===== config.mk =====
export PLATFORM = sky130hd
export DESIGN_NAME = gpio_bank_irq
export DESIGN_NICKNAME = d
export VERILOG_FILES = /design/src/rtl/gpio_bank_pkg.sv /design/src/rtl/gpio_bank_sync.sv /design/src/rtl/gpio_bank_pin.sv /design/src/rtl/gpio_bank_regif.sv /design/src/rtl/gpio_bank_irq.sv
export SDC_FILE = /design/constraint.sdc
export NUM_CORES = 1
export LEC_CHECK = 0
export ABC_AREA = 1
export BUFFER_PORTS_ARGS = -buffer_cell sky130_fd_sc_hd__buf_2
export CAP_MARGIN = 15
export CORE_UTILIZATION = 35
export CTS_CLUSTER_SIZE = 16
export DETAILED_ROUTE_END_ITERATION = 6
export MAX_ROUTING_LAYER = met4
export PLACE_DENSITY = 0.63
export SYNTH_ARGS = -nofsm -noshare
export SYNTH_HDL_FRONTEND = slang
export SYNTH_SLANG_ARGS = --single-unit

===== constraint.sdc =====
create_clock -name clk_i -period 2.4 [get_ports clk_i]
set_clock_uncertainty 0.1 [all_clocks]
set_input_delay 0.12 -clock clk_i [delete_from_list [all_inputs] [get_ports clk_i]]
set_output_delay 0.12 -clock clk_i [all_outputs]
set_load 0.005 [all_outputs]

===== src/rtl/gpio_bank_pkg.sv =====
package gpio_bank_pkg;
  // control word bit positions
  localparam int CB_DOUT = 0;
  localparam int CB_DIN  = 1;
  localparam int CB_OE   = 2;
  localparam int CB_IE   = 3;
  localparam int CB_ST   = 4;
  localparam int CB_HI   = 5;
  localparam int CB_LO   = 6;
  localparam int CB_EDGE = 7;
  localparam int CB_PEN  = 8;
  localparam int CB_PUP  = 9;
  localparam int CTRL_USED = 10;

  typedef struct packed {
    logic pup;
    logic pen;
    logic edge_sel;
    logic lo;
    logic hi;
    logic ie;
    logic oe;
    logic dout;
  } pin_cfg_t;
endpackage


===== src/rtl/gpio_bank_sync.sv =====
module gpio_bank_sync #(
  parameter int WIDTH = 32
) (
  input  logic             clk_i,
  input  logic             rst_ni,
  input  logic [WIDTH-1:0] d_i,
  output logic [WIDTH-1:0] q_o,
  output logic [WIDTH-1:0] prev_o
);
  logic [WIDTH-1:0] meta_q, sync_q, prev_q;

  always_ff @(posedge clk_i or negedge rst_ni) begin
    if (!rst_ni) begin
      meta_q <= '0;
      sync_q <= '0;
      prev_q <= '0;
    end else begin
      meta_q <= d_i;
      sync_q <= meta_q;
      prev_q <= sync_q;
    end
  end

  assign q_o    = sync_q;
  assign prev_o = prev_q;
endmodule


===== src/rtl/gpio_bank_pin.sv =====
module gpio_bank_pin
  import gpio_bank_pkg::*;
(
  input  logic     clk_i,
  input  logic     rst_ni,
  input  logic     wr_i,
  input  pin_cfg_t cfg_wr_i,
  input  logic     clr_i,
  input  logic     sync_i,
  input  logic     prev_i,
  output pin_cfg_t cfg_o,
  output logic     st_o,
  output logic     hit_o
);
  pin_cfg_t cfg_q;
  logic     st_q;
  logic     rise, fall, edge_hit, lvl_hit;

  always_ff @(posedge clk_i or negedge rst_ni) begin
    if (!rst_ni)   cfg_q <= '0;
    else if (wr_i) cfg_q <= cfg_wr_i;
  end

  assign rise     = sync_i & ~prev_i;
  assign fall     = ~sync_i & prev_i;
  assign edge_hit = (cfg_q.hi & rise) | (cfg_q.lo & fall);
  assign lvl_hit  = (cfg_q.hi & sync_i) | (cfg_q.lo & ~sync_i);
  assign hit_o    = cfg_q.edge_sel ? edge_hit : lvl_hit;

  // detection wins over a same-cycle clear
  always_ff @(posedge clk_i or negedge rst_ni) begin
    if (!rst_ni) st_q <= 1'b0;
    else         st_q <= (st_q & ~(wr_i & clr_i)) | hit_o;
  end

  assign cfg_o = cfg_q;
  assign st_o  = st_q;
endmodule


===== src/rtl/gpio_bank_regif.sv =====
module gpio_bank_regif
  import gpio_bank_pkg::*;
#(
  parameter int NPINS  = 32,
  parameter int ADDR_W = 8
) (
  input  logic                  clk_i,
  input  logic                  rst_ni,
  input  logic                  req_i,
  input  logic                  we_i,
  input  logic [ADDR_W-1:0]     addr_i,
  input  pin_cfg_t [NPINS-1:0]  cfg_i,
  input  logic [NPINS-1:0]      st_i,
  input  logic [NPINS-1:0]      sync_i,
  output logic [NPINS-1:0]      wr_sel_o,
  output logic [31:0]           rdata_o
);
  localparam int WW = ADDR_W - 2;

  logic [WW-1:0] word;
  logic          aligned;
  logic [31:0]   rd_d, rdata_q;
  logic [NPINS-1:0] ie_v;

  assign word    = addr_i[ADDR_W-1:2];
  assign aligned = (addr_i[1:0] == 2'b00);

  for (genvar g = 0; g < NPINS; g++) begin : g_sel
    assign wr_sel_o[g] = req_i & we_i & aligned & (int'(word) == g);
    assign ie_v[g]     = cfg_i[g].ie;
  end

  always_comb begin
    rd_d = '0;
    if (aligned) begin
      for (int k = 0; k < NPINS; k++) begin
        if (int'(word) == k)
          rd_d = {22'b0, cfg_i[k].pup, cfg_i[k].pen, cfg_i[k].edge_sel, cfg_i[k].lo,
                  cfg_i[k].hi, st_i[k], cfg_i[k].ie, cfg_i[k].oe, sync_i[k], cfg_i[k].dout};
      end
      if (int'(word) == NPINS) rd_d[NPINS-1:0] = st_i & ie_v;
    end
  end

  always_ff @(posedge clk_i or negedge rst_ni) begin
    if (!rst_ni)            rdata_q <= '0;
    else if (req_i && !we_i) rdata_q <= rd_d;
  end

  assign rdata_o = rdata_q;
endmodule


===== src/rtl/gpio_bank_irq.sv =====
module gpio_bank_irq
  import gpio_bank_pkg::*;
#(
  parameter int NPINS  = 32,
  parameter int ADDR_W = $clog2(NPINS + 1) + 2
) (
  input  logic              clk_i,
  input  logic              rst_ni,
  input  logic              req_i,
  input  logic              we_i,
  input  logic [ADDR_W-1:0] addr_i,
  input  logic [31:0]       wdata_i,
  output logic [31:0]       rdata_o,
  input  logic [NPINS-1:0]  pad_i,
  output logic [NPINS-1:0]  pad_o,
  output logic [NPINS-1:0]  pad_oe_o,
  output logic [NPINS-1:0]  pull_en_o,
  output logic [NPINS-1:0]  pull_up_o,
  output logic              irq_o
);
  pin_cfg_t [NPINS-1:0] cfg;
  pin_cfg_t             cfg_wr;
  logic [NPINS-1:0]     sync_v, prev_v, st_v, hit_v, wr_sel;
  logic [NPINS-1:0]     ie_v, hi_v, lo_v, edge_v;
  logic                 irq_q;
  logic                 unused_wdata;

  assign cfg_wr = '{pup:      wdata_i[CB_PUP],
                    pen:      wdata_i[CB_PEN],
                    edge_sel: wdata_i[CB_EDGE],
                    lo:       wdata_i[CB_LO],
                    hi:       wdata_i[CB_HI],
                    ie:       wdata_i[CB_IE],
                    oe:       wdata_i[CB_OE],
                    dout:     wdata_i[CB_DOUT]};
  assign unused_wdata = ^{wdata_i[31:CTRL_USED], wdata_i[CB_DIN]};

  gpio_bank_sync #(.WIDTH(NPINS)) u_sync (
    .clk_i  (clk_i),
    .rst_ni (rst_ni),
    .d_i    (pad_i),
    .q_o    (sync_v),
    .prev_o (prev_v)
  );

  for (genvar g = 0; g < NPINS; g++) begin : g_pin
    gpio_bank_pin u_pin (
      .clk_i    (clk_i),
      .rst_ni   (rst_ni),
      .wr_i     (wr_sel[g]),
      .cfg_wr_i (cfg_wr),
      .clr_i    (wdata_i[CB_ST]),
      .sync_i   (sync_v[g]),
      .prev_i   (prev_v[g]),
      .cfg_o    (cfg[g]),
      .st_o     (st_v[g]),
      .hit_o    (hit_v[g])
    );
    assign pad_o[g]     = cfg[g].dout;
    assign pad_oe_o[g]  = cfg[g].oe;
    assign pull_en_o[g] = cfg[g].pen;
    assign pull_up_o[g] = cfg[g].pup;
    assign ie_v[g]      = cfg[g].ie;
    assign hi_v[g]      = cfg[g].hi;
    assign lo_v[g]      = cfg[g].lo;
    assign edge_v[g]    = cfg[g].edge_sel;
  end

  gpio_bank_regif #(.NPINS(NPINS), .ADDR_W(ADDR_W)) u_regif (
    .clk_i    (clk_i),
    .rst_ni   (rst_ni),
    .req_i    (req_i),
    .we_i     (we_i),
    .addr_i   (addr_i),
    .cfg_i    (cfg),
    .st_i     (st_v),
    .sync_i   (sync_v),
    .wr_sel_o (wr_sel),
    .rdata_o  (rdata_o)
  );

  always_ff @(posedge clk_i or negedge rst_ni) begin
    if (!rst_ni) irq_q <= 1'b0;
    else         irq_q <= |(st_v & ie_v);
  end

  assign irq_o = irq_q;
endmodule


==> summary.md, run 1 <==
| Metric | Value |
|---|---|
| TritonCTS clock tree | yes |
| Antenna viol nets, final | 0 |
| Filler cells | 5187 |
| Worst setup path category | reg -> reg |
| Initial antenna violation count | 4 |
| Core ar. | 52900 sq um |
| Rel. slew slack | 0.499 |
| Post-Syn Nets | 2292 |
| Ys async rst share | 1.00 |
| Tmin final | 3.15 ns |
| Port bufs | 213 |
| Die area | 54700 sq um |
| Final Max Slew Viols | 0 |
| Commonest cells post-synth | 713 x nand2_1, 417 x dfrtp_1, 309 x o21ai_0 |
| Drt via density | 5.03 |
| Worst Path Required | 2.78 ns |
| Root Driver | clkbuf_16 |
| Die X | 234 um |
| DRT Pass-1 Iters | 7 |
| Crit-path leading delay family | simple AND/OR/NAND/NOR gates |
| First DRT Iteration DRCs | 1347 |
| Failing checks | DRC, setup timing |
| Cts bufs inserted | 46 |
| Synth warn | 0 |
| Total wire length | 64.5 mm |
| CP Max Fanout | 2 |
| Clk_lat worst skew | 0.60 ns |
| Post-Synth Simple-Gate Area | 0.225 |
| Post-Syn Area | 18800 sq um |
| Pwr dens | 673 nW/um^2 |
| Status | finished, violations left |
| CP cell instances | nand3_2 -> nand2_2 -> nor2_4 -> nand4_1 -> nand2_2 -> nand4_1 -> nand2_2 -> nand4_1 -> nor2_2 -> nand4_1 -> nor2_1 -> nand4_1 -> nor2_2 -> nand4_1 -> nand2_2 -> nand3_4 -> nor2_4 -> nand3_2 -> nand2_1 -> nand2_1 |
| First-pass GRT wire length | 97.9 mm |
| Crit path launch type | flop |
| GRT met3 Usage | 0.0421 |
| Worst endpoint data arrival time | 3.52 ns |
| Setup ws final | -0.746 ns |
| DP Worst Slack | -1.50 ns |
| CTS Sinks | 417 |
| Design Power | 15.7 mW |
| CTS max path bufs | 3 |
| Initial Util | 0.356 |
| Finished Core Util | 0.440 |
| Site Rows | 84 |
| Post-synthesis sequential area ratio | 0.555 |
| Post-route clock period utilization | 1.31 |
| Largest area contributor in the netlist | dfrtp_1 |
| Crit path capture type | flop |
| Met1 Use GR | 0.329 |
| RSZ-0062 raised after global routing | true |
| Flops & latches, synth | 417 |
| Overflow after GRT | 0 |
| Area grow syn2layout | 23.8% |
| DRC violations left | 16 |
| Post-synth top flop | dfrtp_1 |
| Gate Count Post-Synth | 2216 |
| Setup-failing EPs final | 9 |
| Critical path buffer and inverter count | 0 |
| All-Layer GR Usage | 0.246 |
| Max Fclk | 0.318 GHz |
| HPWL after DPL | 47.3 mm |
| Synth Area in XOR/XNOR | 0 |
| Max-cap violation count | 0 |
| Area share of the largest cell type after synthesis | 0.555 |
| Adder-cell share of the synthesized area | 0 |
| Fin cells | 3241 |
| Syn avg cell area | 8.49 sq um |
| Post-synth EDFFs | 0 |
| Layout cells sized above 1 | 0.240 |
| Cells after DPL | 3110 |
| H-tree depth | 2 |
| Fin nets | 2591 |
| Final GP Congestion | 0.969 |
| Hold slack | 0.0446 ns |
| Cell with the most instances after synthesis | nand2_1 |
| Finished Cell Area | 23300 sq um |
| Die height | 234 um |
| Worst path slowest cell | dfrtp_2 |
| Worst-path clk slew | 0.06 ns |
| Worst-Margin Slew | 0.750 ns |
| Slowest stage delay, CP | 0.45 ns |
| Routed vias | 16300 |
| Hold Path Class | in -> async |
| Largest cells by area after synthesis | dfrtp_1 55%, nand2_1 14%, o21ai_0 8.2%, buf_4 5.1%, inv_1 2.9% |
| Complex-gate fraction of the synthesized area | 0.119 |
| Largest net degree at the start of global routing | 71 |
| Mux share of post-synthesis cell area | 0 |
| Total negative slack | -3.04 ns |
| P_leak | 11.1 nW |
| GR Layer Usage met2 | 0.377 |
| Vias in the first global route | 16000 |
| Yosys cell types | 30 |
| I/O pins | 237 |
| Largest family of logic cells by synthesized area | simple AND/OR/NAND/NOR gates |
| Cell mode on critical path | nand4_1 |
| Drt wl/cell | 19.9 um |
| Dpl cell area | 21100 sq um |
| Final hold vios | 0 |
| GRT Max-Usage Layer | met2 |
| Worst IR Drop VDD | 0.560 mV |
## power by group
| part | switching [mW] | internal, mW | total (mW) |
|---|---|---|---|
| clock | 2.98 | 4.13 | 7.11 |
| sequential | 0.196 | 7.26 | 7.46 |
| combinational | 0.691 | 0.400 | 1.09 |
## routing by layer
metal,vias up,routed length [um]
met5,-,0
met4,0,1830
met3,109,4090
met2,554,29600
met1,7939,28900
li1,7692,-
## area by class of cell
cell class	count	area (sq um)	share of cell area
diodes	3	7.51	0.000322
multi-input cells	1430	6700	0.288
repair buffers	469	3210	0.138
well taps	688	861	0.0370
inverters	151	567	0.0243
clock buffers	65	1300	0.0560
clock inverters	18	196	0.00844
flip-flops and latches	417	10400	0.448
## path summary, 6_finish.rpt
check | slack, ns | cells after the start | startpoint | end
max | -0.75 | 20 | g_pin[0].u_pin.cfg_o[1] | u_regif.rdata_o[2]
min | 0.04 | 2 | rst_ni | g_pin[6].u_pin.cfg_o[6]
max reg2reg | -0.75 | 20 | g_pin[0].u_pin.cfg_o[1] | u_regif.rdata_o[2]
min reg2reg | 0.25 | 0 | u_sync.meta_q[8] | u_sync.q_o[8]
max in group asynchronous | 1.34 | 3 | rst_ni | g_pin[9].u_pin.cfg_o[3]
min in group clk_i | 0.07 | 2 | pad_i[10] | u_sync.meta_q[10]
## kinds of logic (layout without fill, tap and decap cells)
logic type | count (synthesis) | after routing
AOI/OAI and AO/OA | 421 | 421
buffers and inverters | 369 | 703
DFF | 417 | 417
other | 0 | 3
and+or+nand+nor | 1009 | 1009
## cell usage in the layout (no fill, tap or decap), types with 3 or more instances in the layout
cell / instances
a21oi_1: 55
buf_12: 9
buf_2: 212
buf_4: 206
bufinv_16: 3
clkbuf_1: 12
clkbuf_16: 47
clkbuf_8: 6
clkinv_1: 7
clkinv_2: 9
dfrtp_1: 412
dfrtp_2: 5
diode_2: 3
dlygate4sd3_1: 41
inv_1: 136
inv_2: 8
nand2_1: 694
nand2_2: 21
nand3_1: 59
nand3_2: 20
nand4_1: 63
nor2_1: 91
nor2_2: 18
nor2_4: 7
o211ai_1: 32
o21ai_0: 305
o21ai_1: 3
o21ai_2: 3
o31ai_1: 22
or2_2: 26
## flip-flops by register name, indices dropped and copies added (netlist names)
name,cells
g_pin.u_pin.cfg_o,256
g_pin.u_pin.st_o,32
u_regif.rdata_o,32
u_sync.meta_q,32
u_sync.prev_o,32
u_sync.q_o,32
irq_o,1
## what timing repair did
action                                  CTS  global route
pin swaps                                57            69
endpoints found under the setup margin   10            10
endpoints found under the hold margin   437             0
hold buffers                             41             0
gates resized for setup                  47            28
buffers inserted                          3             2
Power figures use the tool's default switching activity.
==> run 2, diff against run 1 <==
--- a/config.mk
+++ b/config.mk
@@ -5,14 +5,14 @@
 export SDC_FILE = /design/constraint.sdc
 export NUM_CORES = 1
 export LEC_CHECK = 0
-export ABC_AREA = 1
 export BUFFER_PORTS_ARGS = -buffer_cell sky130_fd_sc_hd__buf_2
 export CAP_MARGIN = 15
 export CORE_UTILIZATION = 35
 export CTS_CLUSTER_SIZE = 16
 export DETAILED_ROUTE_END_ITERATION = 6
 export MAX_ROUTING_LAYER = met4
-export PLACE_DENSITY = 0.63
+export PLACE_DENSITY = 0.62
 export SYNTH_ARGS = -nofsm -noshare
 export SYNTH_HDL_FRONTEND = slang
 export SYNTH_SLANG_ARGS = --single-unit
+export TNS_END_PERCENT = 1
==> summary.md, run 2 <==
| Metric | Value |
|---|---|
| Worst path slowest cell | a2111oi_0 |
| Filler cells | 5450 (+5.1%) |
| Max Fclk | 0.439 GHz (+38%) |
| Layout cells sized above 1 | 0.391 (+0.151) |
| All-Layer GR Usage | 0.258 (+0.0127) |
| HPWL after DPL | 54.5 mm (+15%) |
| Final Max Slew Viols | 0 (unchanged) |
| Cells on worst reg2reg path | 7 (-65%) |
| RSZ-0062 raised after global routing | false |
| Pwr dens | 672 nW/um^2 (about the same) |
| Drt via density | 5.56 (+11%) |
| Root Driver | clkbuf_16 |
| Routed vias | 15300 (-6.1%) |
| Area share of the largest cell type after synthesis | 0.519 (-0.0357) |
| Commonest cells after routing, fill and taps aside | 417 x dfrtp_1, 267 x mux2_2, 210 x buf_2 |
| Initial antenna violation count | 6 (+2) |
| Hold Path Class | in -> async |
| Antenna viol nets, final | 0 (unchanged) |
| Max reg flops | 256 (unchanged) |
| Die area | 58400 sq um (+6.8%) |
| Worst setup path category | reg -> reg |
| DP Worst Slack | -0.196 ns (+1.30 ns) |
| I/O pins | 237 (unchanged) |
| Crit path launch type | flop |
| Crit path capture type | flop |
| Final hold vios | 0 (unchanged) |
| TritonCTS clock tree | yes |
| Die X | 242 um (+3.4%) |
| Site Rows | 87 (+3.6%) |
| CP Max Fanout | 3 (+1) |
| P_leak | 11.5 nW (+4.3%) |
| RR Startpoint | g_pin[11].u_pin.cfg_o[5] |
| Flops & latches, synth | 417 (unchanged) |
| DRC violations left | 0 (-16) |
| Worst Path Required | 2.80 ns (+0.02 ns) |
| CP cell instances | nand4b_1 -> a2111oi_0 -> a2111oi_0 -> a311oi_1 -> buf_4 -> o21ai_1 -> a31oi_1 |
| Post-synth top flop | dfrtp_1 |
| Setup ws final | 0.124 ns (+0.870 ns) |
| Status | finished clean |
| Ys async rst share | 1.00 (unchanged) |
| Cell with the most instances after synthesis | dfrtp_1 |
| Post-route clock period utilization | 0.948 (-0.363) |
| FF-to-FF End | u_regif.rdata_o[7] |
| Gate Count Post-Synth | 1708 (-23%) |
| Finished Cell Area | 24200 sq um (+4.1%) |
| Initial Util | 0.355 (-0.000640) |
| Tmin final | 2.28 ns (-0.870 ns) |
| Setup-failing EPs final | 0 (-9) |
| Slowest stage delay, CP | 0.50 ns (+0.05 ns) |
| Port bufs | 213 (unchanged) |
| Fin nets | 2033 (-22%) |
| Area grow syn2layout | 20.6% |
| Die height | 242 um (+3.4%) |
| Drt wl/cell | 26.7 um (+34%) |
| Total wire length | 73.3 mm (+14%) |
| Largest net degree at the start of global routing | 70 (-1.4%) |
| Commonest cells post-synth | 417 x dfrtp_1, 267 x mux2_2, 135 x buf_4 |
| Post-Syn Area | 20100 sq um (+6.9%) |
| Hold slack | 0.00876 ns (-0.0359 ns) |
| Vias in the first global route | 15500 (-3.5%) |
| Synth warn | 0 (unchanged) |
| Most common cell after layout, fill and taps aside | dfrtp_1 |
| Worst endpoint data arrival time | 2.68 ns (-0.84 ns) |
| Yosys cell types | 75 (+150%) |
| Overflow after GRT | 0 (unchanged) |
| Final GP Congestion | 1.00 (+3.5%) |
| Max-cap violation count | 0 (unchanged) |
| Worst IR Drop VDD | 0.402 mV (-28%) |
| Largest area contributor in the netlist | dfrtp_1 |
| Syn avg cell area | 11.8 sq um (+39%) |
| First-pass GRT wire length | 108 mm (+11%) |
| Post-Syn Nets | 1784 (-22%) |
| Largest cells by area after synthesis | dfrtp_1 52%, mux2_2 15%, buf_4 5.0%, nand2_1 2.2%, o21ai_0 2.2% |
| Cell mode on critical path | a2111oi_0 |
| CTS max path bufs | 3 (unchanged) |
| Core ar. | 56600 sq um (+7.1%) |
| First DRT Iteration DRCs | 1358 (+0.82%) |
| Worst-Margin Slew | 0.966 ns (+0.216 ns) |
| Post_cts resized | 0 (-100%) |
| DRT Pass-1 Iters | 5 (-2) |
| Cts bufs inserted | 47 (+2.2%) |
| Dpl cell area | 22300 sq um (+5.8%) |
| Post-synth EDFFs | 0 (unchanged) |
| CTS Sinks | 417 (unchanged) |
| Post-synthesis sequential area ratio | 0.519 (-0.0357) |
| Worst-path clk slew | 0.06 ns (about the same) |
| H-tree depth | 2 (unchanged) |
| Clk_lat worst skew | 0.59 ns (about the same) |
| Reg2reg setup slack | 0.12 ns (+0.87 ns) |
| Rel. slew slack | 0.356 (-0.143) |
run 2: changes by cell type in the layout (fill, tap and decap cells not counted), moves of 29 or more:
cell,before,now
nand4_1,63,12
nand2_1,694,118
xnor2_1,0,31
a221o_1,0,34
inv_1,136,37
buf_4,206,165
o21ai_0,305,88
mux2_2,0,267
mux2i_1,0,37
nand3_1,59,30
run 2: worst max-delay path, delay by kind of cell (launching register included):
kind / cells / cell delay [ns]
compound gates: 5 / 1.39
simple gates: 1 / 0.12
buf+inv: 1 / 0.18
flops: 1 / 0.41
run 2: cell type report:
cell class,instances,area (sq um),share of cell area
Antenna cell,4,10.0,0.000413
Clock buffer,66,1400,0.0577
Clock inverter,16,176,0.00728
Inverter,37,139,0.00573
Multi-Input combinational cell,1025,8120,0.335
Sequential cell,417,10400,0.430
Tap cell,756,946,0.0390
Timing Repair Buffer,429,3030,0.125
run 2: layer usage:
metal / share of wire / vias up / global-route usage
met5: 0 / - / -
met4: 0.025 / 0 / 0.0688
met3: 0.061 / 110 / 0.0410
met2: 0.46 / 555 / 0.395
met1: 0.45 / 8005 / 0.355
li1: - / 6630 / -
run 2: worst max path at each step:
stage | depth (start not counted) | slack, ns | from | end
5_1_grt | 6 | 0.04 | g_pin[10].u_pin.st_o | u_regif.rdata_o[4]
4_1_cts | 7 | 0.17 | g_pin[11].u_pin.cfg_o[5] | u_regif.rdata_o[7]
2_1_floorplan | 8 | 0.51 | addr_i[3] | u_regif.rdata_o[0]
3_3_place_gp | 9 | -0.22 | addr_i[4] | u_regif.rdata_o[7]
6_report | 7 | 0.12 | g_pin[11].u_pin.cfg_o[5] | u_regif.rdata_o[7]
3_5_place_dp | 9 | -0.20 | addr_i[4] | u_regif.rdata_o[7]
run 2: logic make-up (layout without fill, tap and decap cells):
family / after synthesis / in the layout / synth area share
AO/OA/AOI/OAI: 353 / 353 / 0.123
flip-flops: 417 / 417 / 0.519
XOR/XNOR: 32 / 32 / 0.0139
buffers and inverters: 266 / 548 / 0.0773
multiplexers: 322 / 322 / 0.188
other: 0 / 4 / 0
AND/OR/NAND/NOR: 318 / 318 / 0.0779
run 2: timing repair:
item,4_1_cts,5_1_grt
hold buffers,34,0
buffers inserted,0,0
endpoints found under the setup margin,0,0
hold endpoints to repair,424,0
run 2: per-stage QoR:
step                setup TNS, ns   util  instances  total power [mW]
finish                          0  0.428       2750              16.3
global route                    0  0.428       2749              16.8
CTS                             0  0.428       2746              16.4
detailed placement         -0.776  0.394       2630              9.03
global placement           -0.645  0.394       2630              9.01
floorplan                       0      -       1708              8.25
run 2: report_power, final:
part,switching (mW),internal (mW)
registers,0.244,7.26
logic,0.843,0.617
clock network,2.95,4.38
total,4.04,12.3
